[src/rtl/lbus_pkg.sv]
package lbus_pkg;

   typedef enum logic [1:0] {
      OP_READ  = 2'd0,
      OP_WRITE = 2'd1,
      OP_RMW   = 2'd2,
      OP_IACK  = 2'd3
   } lbus_op_e;

   typedef enum logic [1:0] {
      ST_IDLE  = 2'd0,
      ST_LWAIT = 2'd1,
      ST_ADDR  = 2'd2,
      ST_DATA  = 2'd3
   } lbus_state_e;

   // True when the low 'width' bits hold one unbroken, non-empty run of ones.
   function automatic logic be_contig(input logic [63:0] pat, input int unsigned width);
      int unsigned runs;
      logic        prev;
      runs = 0;
      prev = 1'b0;
      for (int i = 0; i < 64; i++) begin
         if (i < int'(width)) begin
            if (pat[i] && !prev) runs++;
            prev = pat[i];
         end
      end
      return (runs == 1);
   endfunction

endpackage

[src/rtl/lbus_be_check.sv]
module lbus_be_check
   import lbus_pkg::*;
#(
   parameter int BE_W  = 4,
   parameter int WORDS = 4,
   parameter int CNT_W = 2
) (
   input  logic [WORDS*BE_W-1:0] be_flat,
   input  logic [CNT_W-1:0]      last_i,
   output logic                  ok_o
);

   logic [WORDS-1:0] word_ok;

   for (genvar k = 0; k < WORDS; k++) begin : g_word
      assign word_ok[k] = be_contig(64'(be_flat[k*BE_W +: BE_W]), BE_W)
                          || (CNT_W'(k) > last_i);
   end

   assign ok_o = &word_ok;

endmodule

[src/rtl/lbus_word_sel.sv]
module lbus_word_sel #(
   parameter int W     = 32,
   parameter int WORDS = 4,
   parameter int CNT_W = 2
) (
   input  logic [WORDS*W-1:0] flat_i,
   input  logic [CNT_W-1:0]   idx_i,
   output logic [W-1:0]       word_o
);

   always_comb begin
      word_o = '0;
      for (int k = 0; k < WORDS; k++) begin
         if (idx_i == CNT_W'(k)) word_o = flat_i[k*W +: W];
      end
   end

endmodule

[src/rtl/lbus_seq.sv]
module lbus_seq
   import lbus_pkg::*;
#(
   parameter int DATA_W    = 32,
   parameter int MAX_WORDS = 4,
   localparam int BE_W     = DATA_W / 8,
   localparam int CNT_W    = (MAX_WORDS > 1) ? $clog2(MAX_WORDS) : 1
) (
   input  logic                        clk,
   input  logic                        rst_n,
   input  logic                        req_valid,
   output logic                        req_ready,
   input  logic [1:0]                  req_op,
   input  logic [DATA_W-1:0]           req_addr,
   input  logic [CNT_W-1:0]            req_last,
   input  logic [MAX_WORDS*BE_W-1:0]   req_be,
   input  logic [MAX_WORDS*DATA_W-1:0] req_wdata,
   output logic                        req_err,
   output logic                        rd_valid,
   output logic [DATA_W-1:0]           rd_data,
   output logic [DATA_W-1:0]           lad_out,
   output logic                        lad_oe,
   input  logic [DATA_W-1:0]           lad_in,
   output logic                        as_n,
   output logic                        wr_o,
   output logic                        dir_tx,
   output logic                        den_n,
   output logic [BE_W-1:0]             be_o,
   input  logic                        rdy_i,
   output logic                        lock_drv,
   input  logic                        lock_busy
);

   // Elaboration-time parameter checks
   if ((DATA_W % 8) != 0 || DATA_W < 8) begin : g_bad_width
      $error("lbus_seq: DATA_W must be a non-zero multiple of 8");
   end
   if (BE_W > 64) begin : g_bad_lanes
      $error("lbus_seq: at most 64 byte lanes are supported");
   end
   if (MAX_WORDS < 1) begin : g_bad_words
      $error("lbus_seq: MAX_WORDS must be at least 1");
   end

   lbus_state_e                 state_q;
   lbus_op_e                    op_q;
   logic [CNT_W-1:0]            last_q;
   logic [CNT_W-1:0]            beat_q;
   logic                        wr_q;
   logic                        lock_q;
   logic                        second_q;
   logic                        err_q;
   logic [DATA_W-1:0]           addr_q;
   logic [MAX_WORDS*BE_W-1:0]   be_q;
   logic [MAX_WORDS*DATA_W-1:0] wd_q;

   lbus_op_e         new_op;
   logic [CNT_W-1:0] new_last;
   logic             be_ok;
   logic             final_beat;
   logic             chain_rmw;
   logic             done_now;
   logic             take;
   logic             accept;
   logic             reject;
   logic [CNT_W-1:0] be_idx;
   logic [BE_W-1:0]  be_sel;
   logic [DATA_W-1:0] wd_sel;

   assign new_op   = lbus_op_e'(req_op);
   assign new_last = (new_op == OP_READ || new_op == OP_WRITE) ? req_last : '0;

   lbus_be_check #(
      .BE_W  (BE_W),
      .WORDS (MAX_WORDS),
      .CNT_W (CNT_W)
   ) be_chk_i (
      .be_flat (req_be),
      .last_i  (new_last),
      .ok_o    (be_ok)
   );

   assign final_beat = (beat_q == last_q);
   assign chain_rmw  = (op_q == OP_RMW) && !second_q;
   assign done_now   = (state_q == ST_DATA) && rdy_i && final_beat && !chain_rmw;
   assign req_ready  = (state_q == ST_IDLE) || done_now;
   assign take       = req_valid && req_ready;
   assign accept     = take && be_ok;
   assign reject     = take && !be_ok;

   // Byte enables run one word ahead of the data inside a burst
   assign be_idx = (state_q == ST_DATA && !final_beat) ? CNT_W'(beat_q + 1'b1) : beat_q;

   lbus_word_sel #(
      .W     (BE_W),
      .WORDS (MAX_WORDS),
      .CNT_W (CNT_W)
   ) be_sel_i (
      .flat_i (be_q),
      .idx_i  (be_idx),
      .word_o (be_sel)
   );

   lbus_word_sel #(
      .W     (DATA_W),
      .WORDS (MAX_WORDS),
      .CNT_W (CNT_W)
   ) wd_sel_i (
      .flat_i (wd_q),
      .idx_i  (beat_q),
      .word_o (wd_sel)
   );

   always_ff @(posedge clk or negedge rst_n) begin
      if (!rst_n) begin
         state_q  <= ST_IDLE;
         op_q     <= OP_READ;
         last_q   <= '0;
         beat_q   <= '0;
         wr_q     <= 1'b0;
         lock_q   <= 1'b0;
         second_q <= 1'b0;
         err_q    <= 1'b0;
         addr_q   <= '0;
         be_q     <= '0;
         wd_q     <= '0;
      end else begin
         err_q <= reject;
         if (accept) begin
            op_q     <= new_op;
            last_q   <= new_last;
            beat_q   <= '0;
            second_q <= 1'b0;
            wr_q     <= (new_op == OP_WRITE);
            addr_q   <= req_addr;
            be_q     <= req_be;
            wd_q     <= req_wdata;
            if (new_op == OP_RMW && lock_busy) begin
               state_q <= ST_LWAIT;
               lock_q  <= 1'b0;
            end else begin
               state_q <= ST_ADDR;
               lock_q  <= (new_op == OP_RMW) || (new_op == OP_IACK);
            end
         end else begin
            unique case (state_q)
               ST_IDLE: ;
               ST_LWAIT: begin
                  if (!lock_busy) begin
                     state_q <= ST_ADDR;
                     lock_q  <= 1'b1;
                  end
               end
               ST_ADDR: state_q <= ST_DATA;
               ST_DATA: begin
                  if (rdy_i) begin
                     if (!final_beat) begin
                        beat_q <= CNT_W'(beat_q + 1'b1);
                     end else if (chain_rmw) begin
                        state_q  <= ST_ADDR;
                        second_q <= 1'b1;
                        wr_q     <= 1'b1;
                        lock_q   <= 1'b0;
                        beat_q   <= '0;
                     end else begin
                        state_q <= ST_IDLE;
                        lock_q  <= 1'b0;
                     end
                  end
               end
               default: state_q <= ST_IDLE;
            endcase
         end
      end
   end

   assign as_n     = (state_q != ST_ADDR);
   assign den_n    = (state_q != ST_DATA);
   assign wr_o     = wr_q;
   assign dir_tx   = wr_q;
   assign lock_drv = lock_q;
   assign req_err  = err_q;
   assign be_o     = (state_q == ST_ADDR || state_q == ST_DATA) ? be_sel : '0;
   assign lad_oe   = (state_q == ST_ADDR) || (state_q == ST_DATA && wr_q);
   assign lad_out  = (state_q == ST_ADDR) ? addr_q
                   : (state_q == ST_DATA && wr_q) ? wd_sel : '0;
   assign rd_valid = (state_q == ST_DATA) && !wr_q && rdy_i;
   assign rd_data  = lad_in;

endmodule

[config.mk]
export PLATFORM = sky130hd
export DESIGN_NAME = lbus_seq
export DESIGN_NICKNAME = d
export VERILOG_FILES = /design/src/rtl/lbus_pkg.sv /design/src/rtl/lbus_be_check.sv /design/src/rtl/lbus_word_sel.sv /design/src/rtl/lbus_seq.sv
export SDC_FILE = /design/constraint.sdc
export NUM_CORES = 1
export LEC_CHECK = 0
export CAP_MARGIN = 25
export CORE_UTILIZATION = 58
export DETAILED_ROUTE_END_ITERATION = 6
export DONT_BUFFER_PORTS = 1
export HOLD_SLACK_MARGIN = 0.08
export PLACE_DENSITY = 0.84
export REMOVE_ABC_BUFFERS = 1
export SKIP_LAST_GASP = 1
export SYNTH_ARGS = -nofsm -noshare
export SYNTH_HDL_FRONTEND = slang
export SYNTH_SLANG_ARGS = --single-unit
[constraint.sdc]
create_clock -name clk -period 2.3 [get_ports clk]
set_input_delay 0.345 -clock clk [delete_from_list [all_inputs] [get_ports clk]]
set_output_delay 0.345 -clock clk [all_outputs]
set_load 0.01 [all_outputs]
==> results of run 1 <==
==> flip-flops by register name (all words and copies together) (netlist names) <==
name	flops
addr_q	32
be_q	16
beat_q	2
dir_tx	1
last_q	2
lock_drv	1
op_q	2
req_err	1
second_q	1
state_q	2
wd_q	128
==> layout make-up <==
cell class	count	area [sq um]
multi-input combinational	492	4780
fill	609	2000
sequential	188	4710
timing repair buffer	258	2980
clock inverter	14	160
tap	211	264
clock buffer	18	429
antenna	3	7.51
inverter	12	45.0
==> repair_timing <==
item	in CTS	in global routing
pin swaps	52	79
cloned	10	10
endpoints found under the setup margin	223	223
buffers inserted	16	10
hold endpoints to repair	368	188
resized for setup	132	137
==> how the worst max path moves through the flow <==
stage / end / slack [ps] / depth (start not counted)
after global placement: addr_q[5] / -770 / 11
after floorplan: addr_q[0] / -4820 / 9
after detailed placement: wd_q[72] / -810 / 11
after global routing: lad_out[7] / -970 / 10
final: lad_out[7] / -1020 / 10
after CTS: wd_q[34] / -280 / 13
==> kinds of logic after synthesis <==
family	after synthesis	share of synthesized area
multiplexers	193	0.235
flip-flops	188	0.511
AO/OA/AOI/OAI	168	0.117
AND/OR/NAND/NOR	117	0.0561
buffers and inverters	95	0.0632
adder cells (fa/ha/maj)	12	0.0163
XOR/XNOR	2	0.00190
==> power by group <==
part / leakage (nW) / switching (mW) / total, mW / internal (mW)
registers: 2.25 / 1.54 / 6.52 / 4.98
clock network: 0.285 / 1.45 / 3.08 / 1.63
logic: 3.15 / 4.60 / 9.31 / 4.71
total: 5.69 / 7.58 / 18.9 / 11.3
==> metrics by stage <==
| step | setup slack, ps | instances | hold WS (ps) | power (mW) | setup TNS [ps] |
|---|---|---|---|---|---|
| after floorplan | -4820 | 692 | 49.4 | 9.51 | -901690 |
| after global placement | -769 | 940 | 52.6 | 10.7 | -137350 |
| after detailed placement | -810 | 940 | 52.9 | 11.2 | -141330 |
| after CTS | -285 | 1176 | -414 | 15.9 | -47460 |
| after global routing | -971 | 1196 | -427 | 19.4 | -95850 |
| final | -1020 | 1196 | -408 | 18.9 | -79970 |
==> metal layers <==
| layer | up-vias | global-route usage | share of wire | routed length [um] |
|---|---|---|---|---|
| li1 | 3137 | - | - | - |
| met3 | 277 | 0.158 | 0.14 | 5390 |
| met1 | 4023 | 0.449 | 0.33 | 13000 |
| met2 | 791 | 0.660 | 0.45 | 17700 |
| met5 | - | 0.00310 | 0.0025 | 96 |
| met4 | 10 | 0.220 | 0.073 | 2860 |
==> Yosys cell counts, types with 5 or more instances <==
library cell	count
nor2b_1	6
nand2_1	45
buf_4	38
inv_1	12
a21oi_1	42
dfrtp_1	188
mux2_1	124
o22ai_1	5
mux2i_1	11
clkbuf_1	26
a21o_1	5
a22o_1	34
mux2_2	57
o21ai_0	43
buf_6	10
a22oi_1	32
buf_2	6
ha_1	12
nor2_1	49
==> worst reg2reg max path, cell delays in order (launching register included) <==
cell and delay (ps):
dfrtp_1 410, buf_4 160, xor2_2 160, nor3_2 270, a21o_1 240, nand2_1 150
nor3_4 220, buf_6 190, buf_12 160, buf_16 150, mux2_4 380
==> metrics.cfg, run 1 <==
[status]
status = finished with violations
violations = design-rule violations, negative hold slack, negative setup slack

[clocking]
clk_latency_ps = 440
cts_made_buffers = 17
cts_buffer_depth = 2
root_buffer = clkbuf_16
clk_pin_slew_worst_paths_ps = 80
clock_sinks = 188
h-tree-depth = 4
cts_tree = built
hold_buffers = 178

[placement]
place_area_sq_um = 9320
gp_congestion = 0.933
port_buffers = 0
hpwl_um = 16000

[setup_path]
max_stage_delay_ps = 690
r2r_cells = 10
r2r_start = beat_q[0]
required_ps = 1960
reg2reg_slack_ps = -320
cp_top_family = compound AO/OA/AOI/OAI gates
critPathBufInv = 3
arrival_ps = 2970
cp_common_cell = buf_6
cp-start-kind = flip-flop
critPathSlowestCell = o21ai_1
reg2reg_to = wd_q[98]
crit_start = beat_q[0]
crit_chain = buf_6 > ha_4 > nor2b_4 > buf_6 > buf_12 > a22oi_2 > nor2_1 > a21oi_1 > o21ai_1 > a22o_1
worstPathMaxFanout = 8
end_kind = output pin
path_class = flip-flop to output pin

[global_route]
gr-total-overflow = 0
grt_pass1_vias = 8316
grt_max_degree = 189
antenna_found_initial = 6
grt_pass1_wl_um = 48200
track_usage = 0.402

[timing]
finalHoldViolations = 188
worst_slew_pin_slew_ps = 856
period_share = 1.44
finalMaxSlewViolations = 0
fin_worst_skew_ps = 16.6
rsz0062_at_grt = true
holdWs_ps = -408
max-slew-margin-rel = 0.426
setup_viol = 223
fin_ws_ps = -1020
clock.fmax_mhz = 301
layout_min_cycle_time_ps = 3320

[synthesis]
yosysTopAreaCell = dfrtp_1
synth_area_sq_um = 9210
synth.top_cell.area_share = 0.511
synth_area_leaders = dfrtp_1, mux2_1, mux2_2
ys_ff_latch = 188
ys.flop_type = dfrtp_1
yosysWarnings = 0
syn_avg_cell_area_sq_um = 11.9
ys_async_sr_fraction = 1.00
synth_cells = 775
synth_edf_count = 0
synthDistinctLibCells = 39
seq_area_frac_synth = 0.511

[finish]
fin_nets = 1198
drive_above_1_share = 0.332
final_cell_mix = dfrtp_1, dlygate4sd3_1, mux2_4
area_growth_pct = 45.1
finish.instance_area_sq_um = 13400
layout_commonest_cell = dfrtp_1
final_core_util = 0.870

[floorplan]
io_pins = 294
core-area_sq_um = 15400
start_util = 0.599
die_x_um = 128
die_y_um = 128
dieArea_sq_um = 16400
num_rows = 45

[route]
post_drt_wl_per_cell_um = 32.7
ant_nets = 0
wl_um = 39100
drc = 4
vias = 8238
firstDrtPassIters = 7
first_iter_violations = 889
avgViaCountPerCell = 6.89

[power_and_ir_drop]
pwr_density_cell_nw_per_um2 = 1410
irDropWorstVdd_v = 0.000823
leakage_nw = 5.69

[flow_run]
cap_violations = 0

[hold_path]
hold_class = input port to asynchronous set/reset pin

(Power assumes the default switching activity.)
==> run 2, diff against run 1 <==
==> constraint.sdc (replaced) <==
create_clock -name clk -period 2.3 [get_ports clk]
set_input_delay 0.23 -clock clk [delete_from_list [all_inputs] [get_ports clk]]
set_output_delay 0.23 -clock clk [all_outputs]
set_load 0.01 [all_outputs]
==> run 2 against run 1 <==
The flow still finishes with violations (design-rule violations, negative hold slack, negative setup slack). First-iteration DRC count decreased by 10%. Critical endpoint is now lad_out[0]. Worst setup slack improved by 170 ps. Power grew 5.6%. Highest routed layer unchanged. Largest cell class unchanged. Sequential power increased by 2%. Combinational power grew 11%.
==> metrics.cfg, run 2 (same netlist as run 1, synthesis figures left out) <==
[status]
status = finished with violations
violations = design-rule violations, negative hold slack, negative setup slack

[route]
dr_wl_met2_um = 18900  ; +6.5%
first_iter_violations = 798  ; -10%
ant_nets = 0  ; unchanged
post_drt_wl_per_cell_um = 33.4  ; +2.3%
vias = 8474  ; +2.9%
wl_met1_um = 13300  ; +2.4%
avgViaCountPerCell = 6.90  ; +0.18%
wl_um = 41100  ; +5.0%
drc = 1  ; -3
met3WireLength_um = 5330  ; -1.2%
top_layer = met5
firstDrtPassIters = 7  ; unchanged

[timing]
holdWs_ps = -516  ; -108 ps
rsz0062_at_grt = true
layout_min_cycle_time_ps = 3150  ; -172 ps
fin_worst_skew_ps = 19.5  ; +2.92 ps
clock.fmax_mhz = 318  ; +5.5%
period_share = 1.37  ; -0.0749
max-slew-margin-rel = 0.545  ; +0.119
finalHoldViolations = 188  ; unchanged
worst_slew_pin_slew_ps = 678  ; -178 ps
finalMaxSlewViolations = 0  ; unchanged
setup_viol = 218  ; -2.2%
fin_ws_ps = -845  ; +172 ps

[clocking]
cts_made_buffers = 17  ; unchanged
clk_pin_slew_worst_paths_ps = 80  ; about the same
cts_buffer_depth = 2  ; unchanged
root_buffer = clkbuf_16
cts_tree = built
clk_latency_ps = 430  ; about the same
hold_buffers = 181  ; +1.7%
clock_sinks = 188  ; unchanged
h-tree-depth = 4  ; unchanged

[finish]
largest_reg_flops = 128  ; unchanged
fin_nets = 1228  ; +2.5%
area_growth_pct = 52.5
regArea_sq_um = 4710  ; unchanged
finalNonFillerCells = 1228  ; +2.7%
layout_commonest_cell = dfrtp_1
final_core_util = 0.914  ; +0.0444
drive_above_1_share = 0.383  ; +0.0512
top_register = wd_q
fill_cells = 492  ; -19%
multiInputGateArea_sq_um = 5050  ; +5.5%
final_cell_mix = dfrtp_1, dlygate4sd3_1, mux2_4
top_regs = wd_q: 128 flops, addr_q: 32 flops, be_q: 16 flops

[placement]
port_buffers = 0  ; unchanged
hpwl_um = 16100  ; +0.55%
pre_cts_slack_ps = -764  ; +46.6 ps
dp.cells = 944  ; +0.43%
gp_congestion = 0.868  ; -7.0%

[floorplan]
dieArea_sq_um = 16400  ; unchanged
die_y_um = 128  ; unchanged
io_pins = 294  ; unchanged
num_rows = 45  ; unchanged
start_util = 0.599  ; unchanged
die_x_um = 128  ; unchanged
core-area_sq_um = 15400  ; unchanged

[setup_path]
reg2reg_to = addr_q[26]
crit_start = beat_q[0]
path_class = flip-flop to output pin
arrival_ps = 2920  ; -50 ps
r2r_start = beat_q[0]
cp-start-kind = flip-flop
end_kind = output pin
r2r_cells = 12  ; +2
required_ps = 2070  ; +110 ps
reg2reg_slack_ps = -320  ; about the same
worstPathMaxFanout = 7  ; -1

[global_route]
antenna_found_initial = 12  ; +6
grt_max_degree = 189  ; unchanged
track_usage = 0.425  ; +0.0227
gr-total-overflow = 0  ; unchanged
grt_pass1_wl_um = 51000  ; +5.8%
grt_pass1_vias = 8705  ; +4.7%

[power_and_ir_drop]
irDropWorstVdd_v = 0.000782  ; -5.0%
power_mw = 20.0  ; +5.6%
leakage_nw = 6.07  ; +6.6%
pwr_density_cell_nw_per_um2 = 1420  ; +0.44%

[flow_run]
cap_violations = 0  ; unchanged

[hold_path]
hold_class = input port to asynchronous set/reset pin

-- run 2: changes by cell type in the layout (fill, tap and decap cells not counted), sizes merged, moves of 2 or more --
cell         change
clkinv           -4
inv              -3
clkinvlp         +2
buf             +28
diode            +4
dlygate4sd3      +3
-- run 2: metrics by stage --
| stage | cell area [sq um] | hold WS (ps) | setup TNS [ps] |
|---|---|---|---|
| CTS | 13300 | -518 | -27250 |
| finish | 14000 | -516 | -47900 |
| floorplan | 8670 | -65.6 | -876410 |
| detailed placement | 9360 | -61.6 | -134590 |
| global placement | 9360 | -62.1 | -119920 |
| global route | 14000 | -529 | -58480 |
-- run 2: critical path, cell delays in order, from the launching register on --
cell	delay [ps]
dfrtp_1	400
buf_6	140
buf_6	110
ha_4	180
nor2b_4	130
buf_6	130
buf_8	140
buf_12	110
a22oi_2	60
nor2_1	170
a21oi_1	80
o21ai_1	560
a22o_1	280
-- run 2: layout make-up --
type | count | area share
Antenna cell | 7 | 0.00125
Clock buffer | 21 | 0.0335
Clock inverter | 9 | 0.00801
Inverter | 12 | 0.00374
Multi-Input combinational cell | 492 | 0.359
Sequential cell | 188 | 0.335
Tap cell | 211 | 0.0188
Timing Repair Buffer | 288 | 0.241
-- run 2: worst max-delay path by stage --
stage / end / cells after the start / slack, ps
finish: lad_out[0] / 12 / -850
global route: lad_out[8] / 11 / -840
CTS: wd_q[56] / 13 / -230
detailed placement: addr_q[25] / 11 / -760
global placement: wd_q[108] / 11 / -680
floorplan: addr_q[0] / 9 / -4700
-- run 2: repair_timing --
action,4_1_cts,5_1_grt
resized for setup,228,153
endpoints found under the hold margin,370,188
setup buffers,29,36
pin swaps,58,46
cloned,14,7
endpoints found under the setup margin,221,222
-- run 2: power breakdown --
group | internal, mW | switching, mW | leakage, nW | total [mW]
Sequential | 4.98 | 1.64 | 2.25 | 6.62
Clock | 1.69 | 1.36 | 0.274 | 3.04
Combinational | 5.40 | 4.90 | 3.54 | 10.3
-- run 2: per-layer routing --
layer	global-route usage	up-vias
met4	0.269	12
met5	0.00310	-
met2	0.712	795
met1	0.455	4161
li1	-	3194
met3	0.156	312
==> run 3, diff against run 2 <==
Settings changed: CAP_MARGIN 25 to 20, CORE_UTILIZATION 58 to 60.
Clock period 2.3 ns to 3.5 ns, I/O delays scaled along.
==> run 3 against run 2 <==
The run ends with negative hold slack left. Combinational power shrank 64%. Utilization is 13 points lower. First-iteration DRC count shrank 31%. Via count is 15% lower. Clock-buffer cell count unchanged. Sequential cell count unchanged. Clock power decreased by 33%. Critical path type unchanged. Largest cell class is now flip-flops and latches. Largest power group is now registers.
==> metrics.cfg, run 3 (same netlist as run 1, synthesis figures left out) <==
[timing]
setup_viol = 0  ; -100%
clock.fmax_mhz = 298
worst_slew_pin_slew_ps = 1020  ; +341 ps
tns_ps = 0  ; +47900 ps
layout_min_cycle_time_ps = 3360
finalHoldViolations = 188  ; unchanged
period_share = 0.959
rsz0062_at_grt = false
max-slew-margin-rel = 0.318  ; -0.227
holdWs_ps = -387  ; +129 ps
finalMaxSlewViolations = 0  ; unchanged
fin_worst_skew_ps = 15.3  ; -4.23 ps

[route]
vias = 7202  ; -15%
wl_um = 27800  ; -32%
ant_nets = 0  ; unchanged
firstDrtPassIters = 6  ; -1
avgViaCountPerCell = 6.55  ; -5.1%
post_drt_wl_per_cell_um = 25.3  ; -24%
drc = 0  ; -1
first_iter_violations = 552  ; -31%

[global_route]
grt_pass1_vias = 7965  ; -8.5%
gr-total-overflow = 0  ; unchanged
grt_pass1_wl_um = 43000  ; -16%
grt_max_degree = 189  ; unchanged
antenna_found_initial = 1  ; -11
track_usage = 0.358  ; -0.0666

[finish]
fill_cells = 795  ; +62%
area_growth_pct = 25.0
drive_above_1_share = 0.126  ; -0.257
fin_nets = 1131  ; -7.9%
multiInputGateArea_sq_um = 3960  ; -22%
finalNonFillerCells = 1100  ; -10%
final_cell_mix = dfrtp_1, dlygate4sd3_1, mux2_1
layout_commonest_cell = dfrtp_1
largest_reg_flops = 128  ; unchanged
final_core_util = 0.781  ; -0.133
top_register = wd_q
regArea_sq_um = 4700  ; about the same
top_regs = wd_q: 128 flops, addr_q: 32 flops, be_q: 16 flops

[floorplan]
die_y_um = 126  ; -1.7%
dieArea_sq_um = 15900  ; -3.3%
core-area_sq_um = 14800  ; -4.0%
io_pins = 294  ; unchanged
num_rows = 44  ; -2.2%
start_util = 0.624  ; +0.0251
die_x_um = 126  ; -1.7%

[clocking]
cts_resized = 0  ; -100%
cts_made_buffers = 17  ; unchanged
cts_buffer_depth = 2  ; unchanged
clock_sinks = 188  ; unchanged
root_buffer = clkbuf_16
clk_latency_ps = 430  ; about the same
hold_buffers = 175  ; -3.3%
clk_pin_slew_worst_paths_ps = 70  ; about the same
cts_tree = built
h-tree-depth = 4  ; unchanged

[setup_path]
worstPathMaxFanout = 15  ; +8
required_ps = 3150  ; +1080 ps
crit_chain = inv_1 > ha_1 > nor2b_2 > a22oi_1 > nor2_1 > a21oi_1 > o21ai_0 > a22o_1
max_stage_delay_ps = 850  ; +290 ps
arrival_ps = 3010  ; +90 ps
critPathBufInv = 1  ; -4
cp_top_family = simple AND/OR/NAND/NOR gates
path_class = flip-flop to output pin
critPathSlowestCell = nor2b_2
end_kind = output pin
cp-start-kind = flip-flop

[hold_path]
hold_class = input port to asynchronous set/reset pin

[flow_run]
cap_violations = 0  ; unchanged

[status]
violations = negative hold slack
status = finished with violations

[power_and_ir_drop]
pwr_density_cell_nw_per_um2 = 846  ; -40%
leakage_nw = 4.92  ; -19%
irDropWorstVdd_v = 0.000434  ; -45%

[placement]
gp_congestion = 0.835  ; -3.8%
hpwl_um = 15300  ; -4.4%
port_buffers = 0  ; unchanged
dp.cells = 891  ; -5.6%

run 3: power by group:
part | total (mW) | internal, mW | leakage [nW] | switching [mW]
combinational | 3.68 | 1.68 | 2.36 | 2.00
clock | 2.05 | 1.20 | 0.303 | 0.857
sequential | 4.01 | 3.27 | 2.26 | 0.741
run 3: final cells by class:
class,count,share of cell area
sequential,188,0.408
multi-input combinational,493,0.344
timing repair buffer,190,0.169
clock buffer,21,0.0408
tap,184,0.0200
clock inverter,10,0.0133
inverter,12,0.00391
antenna,2,0.000435
run 3: final timing paths:
path                                     start     endpoint  slack, ps  cells past startpoint
worst max-delay path                 beat_q[0]  lad_out[17]        140                      8
worst min-delay path                     rst_n   addr_q[12]       -390                      0
worst max register to register      state_q[1]   addr_q[17]        440                      9
worst min register to register       wd_q[103]    wd_q[103]        490                      1
max in group asynchronous                rst_n   state_q[1]       3570                      0
min in group clk                req_wdata[108]    wd_q[108]         90                      1
run 3: routing by layer:
layer  vias to the layer above  GRT usage  routed length [um]
met5                         -     0.0341                  66
met2                       480      0.618               13800
li1                       2978          -                   -
met1                      3602      0.385               10100
met4                         2      0.208                1460
met3                       140      0.113                2400
run 3: what timing repair did:
item / in CTS / in global routing
hold endpoints to repair: 364 / 188
setup buffers: 0 / 0
endpoints found under the setup margin: 0 / 6
run 3: stage by stage:
stage | setup WS, ps | cell area [sq um] | power, mW
floorplan | -3620 | 8670 | 6.25
detailed placement | 210 | 9130 | 7.20
global route | 48.0 | 11500 | 10.2
global placement | 315 | 9130 | 6.87
finish | 142 | 11500 | 9.74
CTS | 188 | 11500 | 9.41
run 3: worst reg2reg max path, cell delays in order, from the launching register on:
cell,delay (ps)
dfrtp_1,420
ha_1,410
nand2_1,230
nor3_2,250
a21o_1,240
nand2_1,170
nor3_4,330
buf_12,230
buf_12,250
mux2_2,420
